<file path="config.mk">
export PLATFORM = sky130hd
export DESIGN_NAME = desc_ring_producer
export DESIGN_NICKNAME = d
export VERILOG_FILES = /design/src/rtl/desc_ring_pkg.sv /design/src/rtl/ring_rst_sync.sv /design/src/rtl/ring_head_ctrl.sv /design/src/rtl/ring_loop_ctr.sv /design/src/rtl/ring_entry_stamp.sv /design/src/rtl/desc_ring_producer.sv
export SDC_FILE = /design/constraint.sdc
export NUM_CORES = 1
export LEC_CHECK = 0
export ABC_AREA = 1
export BUFFER_PORTS_ARGS = -buffer_cell sky130_fd_sc_hd__buf_2
export CORE_AREA = 2 2 207 209
export CTS_CLUSTER_SIZE = 12
export DETAILED_ROUTE_END_ITERATION = 6
export DIE_AREA = 0 0 209 211
export PLACE_DENSITY = 0.3
export SETUP_SLACK_MARGIN = 0.05
export SYNTH_ARGS = -nofsm -noshare
export SYNTH_HDL_FRONTEND = slang
export SYNTH_HIERARCHICAL = 1
export SYNTH_SLANG_ARGS = --single-unit
</file>
<file path="constraint.sdc">
create_clock -name clk -period 2.36 [get_ports clk]
set_clock_uncertainty 0.15 [all_clocks]
set_input_delay 0.236 -clock clk [delete_from_list [all_inputs] [get_ports clk]]
set_output_delay 0.236 -clock clk [all_outputs]
set_load 0.005 [all_outputs]
</file>
<file path="src/rtl/desc_ring_pkg.sv">
package desc_ring_pkg;
  localparam int WORD_W      = 32;
  localparam int ENTRY_WORDS = 8;
  localparam int ENTRY_W     = WORD_W * ENTRY_WORDS;
  localparam int PAYLOAD_W   = WORD_W * (ENTRY_WORDS - 1);
  localparam int ID_W        = 8;
  localparam int LOOP_W      = 4;
  localparam int W7_LOW_W    = WORD_W - ID_W - LOOP_W;
endpackage

</file>
<file path="src/rtl/ring_rst_sync.sv">
module ring_rst_sync (
  input  logic clk,
  input  logic rst_n_in,
  output logic rst_n_out
);
  logic [1:0] sync_q;

  always_ff @(posedge clk or negedge rst_n_in) begin
    if (!rst_n_in) sync_q <= 2'b00;
    else           sync_q <= {sync_q[0], 1'b1};
  end

  assign rst_n_out = sync_q[1];
endmodule

</file>
<file path="src/rtl/ring_head_ctrl.sv">
module ring_head_ctrl #(
  parameter int DEPTH = 8,
  parameter int IDX_W = $clog2(DEPTH)
) (
  input  logic             clk,
  input  logic             rst_n,
  input  logic             advance,
  input  logic [IDX_W-1:0] tail,
  output logic [IDX_W-1:0] head,
  output logic             full,
  output logic             empty
);
  localparam logic [IDX_W-1:0] LAST = IDX_W'(DEPTH - 1);

  logic [IDX_W-1:0] head_q;
  logic [IDX_W-1:0] head_step;

  always_comb begin
    head_step = (head_q == LAST) ? '0 : head_q + 1'b1;
  end

  always_ff @(posedge clk or negedge rst_n) begin
    if (!rst_n)       head_q <= '0;
    else if (advance) head_q <= head_step;
  end

  assign head  = head_q;
  assign full  = (head_step == tail);
  assign empty = (head_q == tail);

  AST_HEAD_HOLD: assert property (@(posedge clk) disable iff (!rst_n)
    !advance |=> $stable(head_q));
  AST_HEAD_WRAP: assert property (@(posedge clk) disable iff (!rst_n)
    (advance && head_q == LAST) |=> (head_q == '0));
  AST_FULL_EMPTY_EXCL: assert property (@(posedge clk) disable iff (!rst_n)
    !(full && empty));
endmodule

</file>
<file path="src/rtl/ring_loop_ctr.sv">
module ring_loop_ctr #(
  parameter int LOOP_W = 4
) (
  input  logic              clk,
  input  logic              rst_n,
  input  logic              bump,
  output logic [LOOP_W-1:0] stamp
);
  logic [LOOP_W-1:0] loop_q;
  logic [LOOP_W-1:0] loop_inc;

  always_comb begin
    loop_inc = loop_q + {{(LOOP_W-1){1'b0}}, 1'b1};
    stamp    = bump ? loop_inc : loop_q;
  end

  always_ff @(posedge clk or negedge rst_n) begin
    if (!rst_n)    loop_q <= '0;
    else if (bump) loop_q <= loop_inc;
  end

  AST_LOOP_HOLD: assert property (@(posedge clk) disable iff (!rst_n)
    !bump |=> $stable(loop_q));
  AST_LOOP_MOVES: assert property (@(posedge clk) disable iff (!rst_n)
    bump |=> !$stable(loop_q));
endmodule

</file>
<file path="src/rtl/ring_entry_stamp.sv">
module ring_entry_stamp
  import desc_ring_pkg::*;
(
  input  logic [PAYLOAD_W-1:0] payload,
  input  logic [WORD_W-1:0]    word7_in,
  input  logic [ID_W-1:0]      ring_id,
  input  logic [LOOP_W-1:0]    loop_cnt,
  output logic [ENTRY_W-1:0]   entry
);
  always_comb begin
    entry = {loop_cnt, ring_id, word7_in[W7_LOW_W-1:0], payload};
  end
endmodule

</file>
<file path="src/rtl/desc_ring_producer.sv">
module desc_ring_producer
  import desc_ring_pkg::*;
#(
  parameter int RING_DEPTH = 8,
  parameter int IDX_W      = $clog2(RING_DEPTH)
) (
  input  logic                 clk,
  input  logic                 rst_n,
  input  logic [ID_W-1:0]      cfg_ring_id,
  input  logic                 push_valid,
  output logic                 push_ready,
  input  logic [PAYLOAD_W-1:0] push_data,
  input  logic [WORD_W-1:0]    push_word7,
  input  logic [IDX_W-1:0]     cons_tail,
  output logic                 mem_we,
  output logic [IDX_W-1:0]     mem_addr,
  output logic [ENTRY_W-1:0]   mem_wdata,
  output logic                 ring_full,
  output logic                 ring_empty
);
  logic              rst_n_s;
  logic              accept;
  logic              at_zero;
  logic [IDX_W-1:0]  head;
  logic              full;
  logic              empty;
  logic [LOOP_W-1:0] loop_stamp;

  ring_rst_sync u_rst_sync (
    .clk       (clk),
    .rst_n_in  (rst_n),
    .rst_n_out (rst_n_s)
  );

  assign accept  = push_valid && !full;
  assign at_zero = (head == '0);

  ring_head_ctrl #(.DEPTH(RING_DEPTH), .IDX_W(IDX_W)) u_head (
    .clk     (clk),
    .rst_n   (rst_n_s),
    .advance (accept),
    .tail    (cons_tail),
    .head    (head),
    .full    (full),
    .empty   (empty)
  );

  ring_loop_ctr #(.LOOP_W(LOOP_W)) u_loop (
    .clk   (clk),
    .rst_n (rst_n_s),
    .bump  (accept && at_zero),
    .stamp (loop_stamp)
  );

  ring_entry_stamp u_stamp (
    .payload  (push_data),
    .word7_in (push_word7),
    .ring_id  (cfg_ring_id),
    .loop_cnt (loop_stamp),
    .entry    (mem_wdata)
  );

  assign push_ready = !full;
  assign mem_we     = accept;
  assign mem_addr   = head;
  assign ring_full  = full;
  assign ring_empty = empty;

  AST_STAMP_ID: assert property (@(posedge clk) disable iff (!rst_n_s)
    mem_we |-> (mem_wdata[ENTRY_W-LOOP_W-1 -: ID_W] == cfg_ring_id));
  AST_PAYLOAD_PASS: assert property (@(posedge clk) disable iff (!rst_n_s)
    mem_we |-> (mem_wdata[PAYLOAD_W-1:0] == push_data));
  AST_NO_WRITE_IDLE: assert property (@(posedge clk) disable iff (!rst_n_s)
    !push_valid |-> !mem_we);
endmodule

</file>
# == Word-level counts from Yosys, hierarchy flattened ==
# Index checks and enable logic that the tools add are counted.
# classes
n_shift,0
n_bitwise,0
muxes,2
reduce_logical,4
magnitude_cmp,0
n_mul,0
n_addsub,2
eq_ne,3
div,0
# op_table
cell,n
$eq 3x3->1,2
$add 4x1->4 const B,1
$mux 4,1
$add 3x1->3 const B,1
$eq 3x3->1 const B,1
$logic_not 3->1,1
$mux 3,1
$logic_and 1x1->1,2
$logic_not 1->1,1
# word_totals
latchBits,0
elab_cells,14
output_inout_bits,263
ram_bits,0
regBits,9
n_memories,0
mem_bits_ro,0
inputBits,270

# == Longest topological paths before layout ==
# depth
ltp_word,7
mapped_depth,15

# == Cells and area by module ==
# Netlist, hierarchy kept.
# modules_own_cells
mod,instances,cells_per_inst,area_each_um2
ring_entry_stamp,1,256,1921.8
ring_head_ctrl,1,31,227.7
ring_loop_ctr,1,19,180.2
ring_rst_sync,1,3,53.8
desc_ring_producer,1,7,31.3

# == Least setup slack after synthesis ==
# OpenSTA, ideal clock, no wires.
# synth_path
path_kind,register to output
startpoint,"reg u_head.head_q[0], in the netlist u_head/head[0]"
endpoint,out mem_wdata[255]
required_ns,1.974
slack_ns,0.093
t_arrival_ns,1.881
stages_incl_launch_ff,16
path_cell_list,dfrtp_1 ha_1 ha_1 inv_1 nand2_1 nand2_1 nand2_1 nor2_1 inv_2 nand2_2 nor2_2 nand2_2 nor2_1 nor2_1 nor2_1 buf_4
# synth_via
elab_chain_cells,7
# synth_lines
item,line_no,source
from (decl),ring_head_ctrl.sv:15,logic [IDX_W-1:0] head_q;
from (signal assigned),ring_head_ctrl.sv:24,else if (advance) head_q <= head_step;
$add 3x1->3 / $eq 3x3->1 (equally long branches),ring_head_ctrl.sv:19,head_step = (head_q == LAST) ? '0 : head_q + 1'b1;
$mux 3 *,ring_head_ctrl.sv:19,
net u_head.head_step[2],ring_head_ctrl.sv:16,logic [IDX_W-1:0] head_step;
$eq 3x3->1 *,ring_head_ctrl.sv:28,assign full = (head_step == tail);
net ring_full,desc_ring_producer.sv:18,"output logic ring_full,"
$logic_not 1->1 *,-,
net push_ready,desc_ring_producer.sv:11,"output logic push_ready,"
$logic_and 1x1->1 *,desc_ring_producer.sv:35,assign accept = push_valid && !full;
$logic_and 1x1->1 *,desc_ring_producer.sv:51,".bump (accept && at_zero),"
$mux 4 *,-,
to (decl),desc_ring_producer.sv:17,"output logic [ENTRY_W-1:0] mem_wdata,"
# Mark *: on every way through the listed nets, which the timed path passes. The rest lies on a longest branch.

# == Worst setup path after layout ==
# layout_path
startpoint,"reg u_head.head_q[1], in the netlist u_head/head[1]"
endpoint,out mem_wdata[252]
# layout_via
elab_chain_cells,7
# layout_lines
item,line_no
$add 3x1->3 / $eq 3x3->1 (equally long branches),ring_head_ctrl.sv:19
$mux 3 *,ring_head_ctrl.sv:19
net u_head.head_step[2],ring_head_ctrl.sv:16
$eq 3x3->1 *,ring_head_ctrl.sv:28
$logic_not 1->1 *,desc_ring_producer.sv:35
$logic_and 1x1->1 *,desc_ring_producer.sv:35
$logic_and 1x1->1 *,desc_ring_producer.sv:51
$mux 4 *,-
# Marks and branches as above.

==> results.sh <==
export IMPL_status="complete, but fails checks"
export IMPL_violations="setup timing"
export IMPL_track_usage_pct=3.629
export IMPL_seq_area_frac_synth_pct=9.326
export IMPL_avgSynthCellArea_sq_um=7.642
export IMPL_min_period_over_period_pct=104.4
export IMPL_grt_max_degree=8
export IMPL_fmax_mhz=405.9
export IMPL_drt_iter0_drc=2
export IMPL_grt_overflow=0
export IMPL_hpwlAfterDp_um=7728
export IMPL_drive_gt1_share_pct=45.56
export IMPL_rsz0062_at_grt="true"
export IMPL_power_density_nw_per_um2=816.4
export IMPL_worstPathMaxFanout=3
export IMPL_setup_viol=4
export IMPL_synth_nets=589
export IMPL_row_count=75
export IMPL_finalInstanceArea_sq_um=1473
export IMPL_cts_buffer_depth=2
export IMPL_postRouteAntennaNets=0
export IMPL_synth_cell_types=16
export IMPL_initial_core_util_pct=5.783
export IMPL_final_hold_viol_count=0
export IMPL_worst_hold_slack_ns=0.1933
export IMPL_io_buffers=16
export IMPL_placed_cells=620
export IMPL_place_gp_congestion=0.6093
export IMPL_final_cell_mix="buf_2 (14), nand2_1 (13), dfrtp_1 (9)"
export IMPL_syn_inst=316
export IMPL_clock_latency_ns=0.23
export IMPL_final_min_clock_period_ns=2.464
export IMPL_syn_to_final_growth_pct=-39.02
export IMPL_clk_pin_slew_ns=0.04
export IMPL_hold_class="reg -> reg"
export IMPL_htree_levels=1
export IMPL_vias=877
export IMPL_wl_per_cell_um=14.05
export IMPL_maxCapViolCount=0
export IMPL_layoutNonFillerInstCount=629
export IMPL_antenna_found_initial=0
export IMPL_criticalPathCategory="reg -> out"
export IMPL_cts_tree="yes"
export IMPL_drt_wl_total_um=8840
export IMPL_p_leak_nw=0.4267
export IMPL_cts_root_buf="clkbuf_16"
export IMPL_final_core_util_pct=3.527
export IMPL_synth_seq_cells=9
export IMPL_ys_warn_count=6
export IMPL_grt_pass1_vias=964
export IMPL_startpoint_type="flip-flop"
export IMPL_arrival_ns=2.08
export IMPL_viasPerCell=1.394
export IMPL_layout_commonest_cell="buf_2"
export IMPL_nets=364
export IMPL_die_w_um=209
export IMPL_peakVddDrop_mv=0.3625
export IMPL_place_area_sq_um=1285
export IMPL_syn_cell_area_sq_um=2415
export IMPL_worstSetupEndpointType="output port"
export IMPL_die_y_um=211
export IMPL_boundaryPins=533
export IMPL_dr_pass1_iters=3
export IMPL_grt_pass1_wl_um=10210
export IMPL_core_area_sq_um=41760
export IMPL_cts_sinks=9
export IMPL_slew_violations=0
export IMPL_floorplan_die_area_sq_um=44100
export IMPL_drc=0
export IMPL_reg2reg_slack_ns=0.30
export IMPL_setup_ws_ns=-0.1037
export IMPL_worstPathRequired_ns=1.97
export IMPL_fin_setup_tns_ns=-0.2822
export IMPL_cts_made_buffers=3
export IMPL_diodes=0
-- layer usage --
layer	track usage, %	vias up	part of all wire (%)
li1	-	239	-
met1	1.881	296	18
met2	4.897	244	41
met3	5.114	98	32
met4	4.015	0	9.4
met5	0	-	0
-- where the power goes --
part	switching (mW)	internal, mW	leakage [nW]	total (mW)
logic	0.314	0.327	0.281	0.640
clock network	0.0739	0.226	0.0382	0.300
registers	0.0476	0.214	0.108	0.262
total	0.435	0.767	0.427	1.20
-- cells in the mapped netlist --
cell type	instances	area share [%]
buf_4	256	80
nand2_1	15	2.3
dfrtp_1	9	9.3
inv_1	9	1.4
nor2_1	8	1.2
ha_1	3	1.6
o21ai_0	3	0.62
xor2_1	3	1.1
nand2_2	2	0.52
xnor2_1	2	0.73
a21oi_1	1	0.21
conb_1	1	0.16
inv_2	1	0.16
mux2_4	1	0.62
nor2_2	1	0.26
nor3_1	1	0.21
-- worst max-delay path, cell delays in order, from the launching register on --
cell	delay, ns
dfrtp_1	0.38
ha_2	0.19
ha_4	0.24
inv_2	0.05
nand2_1	0.04
nand2_1	0.05
nand2_1	0.06
nor2_2	0.11
inv_2	0.06
nand2_4	0.07
nor2_4	0.04
buf_4	0.13
buf_6	0.12
xor2_2	0.17
buf_2	0.13
-- flip-flops by register name, indices dropped and copies added (netlist names) --
| register | flops |
|---|---|
| u_head/head | 3 |
| u_loop/loop_q | 4 |
| u_rst_sync/sync_q | 2 |
-- final cells by class --
type | instances | area [sq um]
inverter | 10 | 37.54
fill | 4952 | 40290
timing repair buffer | 26 | 172.7
sequential | 9 | 225.2
multi-input combinational | 41 | 284.0
clock buffer | 4 | 78.83
tap | 539 | 674.4
-- stage by stage --
stage	power, mW	setup WS (ns)
after floorplan	0.9307	0.09347
after global placement	0.8072	-0.04205
after detailed placement	0.7981	-0.007323
after CTS	1.203	-0.1007
after global routing	1.314	-0.2417
final	1.202	-0.1037
-- worst paths after layout --
| check | endpoint | depth (start not counted) | startpoint |
|---|---|---|---|
| max | mem_wdata[252] | 14 | u_head/head[1] |
| min | u_rst_sync/sync_q[1] | 0 | u_rst_sync/sync_q[0] |
| max reg2reg | u_loop/loop_q[2] | 15 | u_head/head[1] |
| min reg2reg | u_rst_sync/sync_q[1] | 0 | u_rst_sync/sync_q[0] |
| max in group asynchronous | u_loop/loop_q[3] | 1 | u_rst_sync/sync_q[1] |
| min in group asynchronous | u_rst_sync/sync_q[1] | 2 | rst_n |
-- cells by family after synthesis --
family          Yosys count  share of synthesized area [%]
compound gates            4                         0.8286
xor+xnor                  5                          1.814
fa+ha+maj                 3                          1.555
buf+inv                 266                          81.14
flops                     9                          9.327
mux                       1                         0.6216
other cells               1                         0.1553
simple gates             27                          4.559
-- what timing repair did --
action | in CTS | in global routing
hold buffers | 2 | 0
resized for setup | 12 | 5
setup endpoints to repair | 4 | 4
endpoints found under the hold margin | 9 | 0
setup buffers | 1 | 2
pin swaps | 5 | 1
Power figures use the tool's default switching activity.
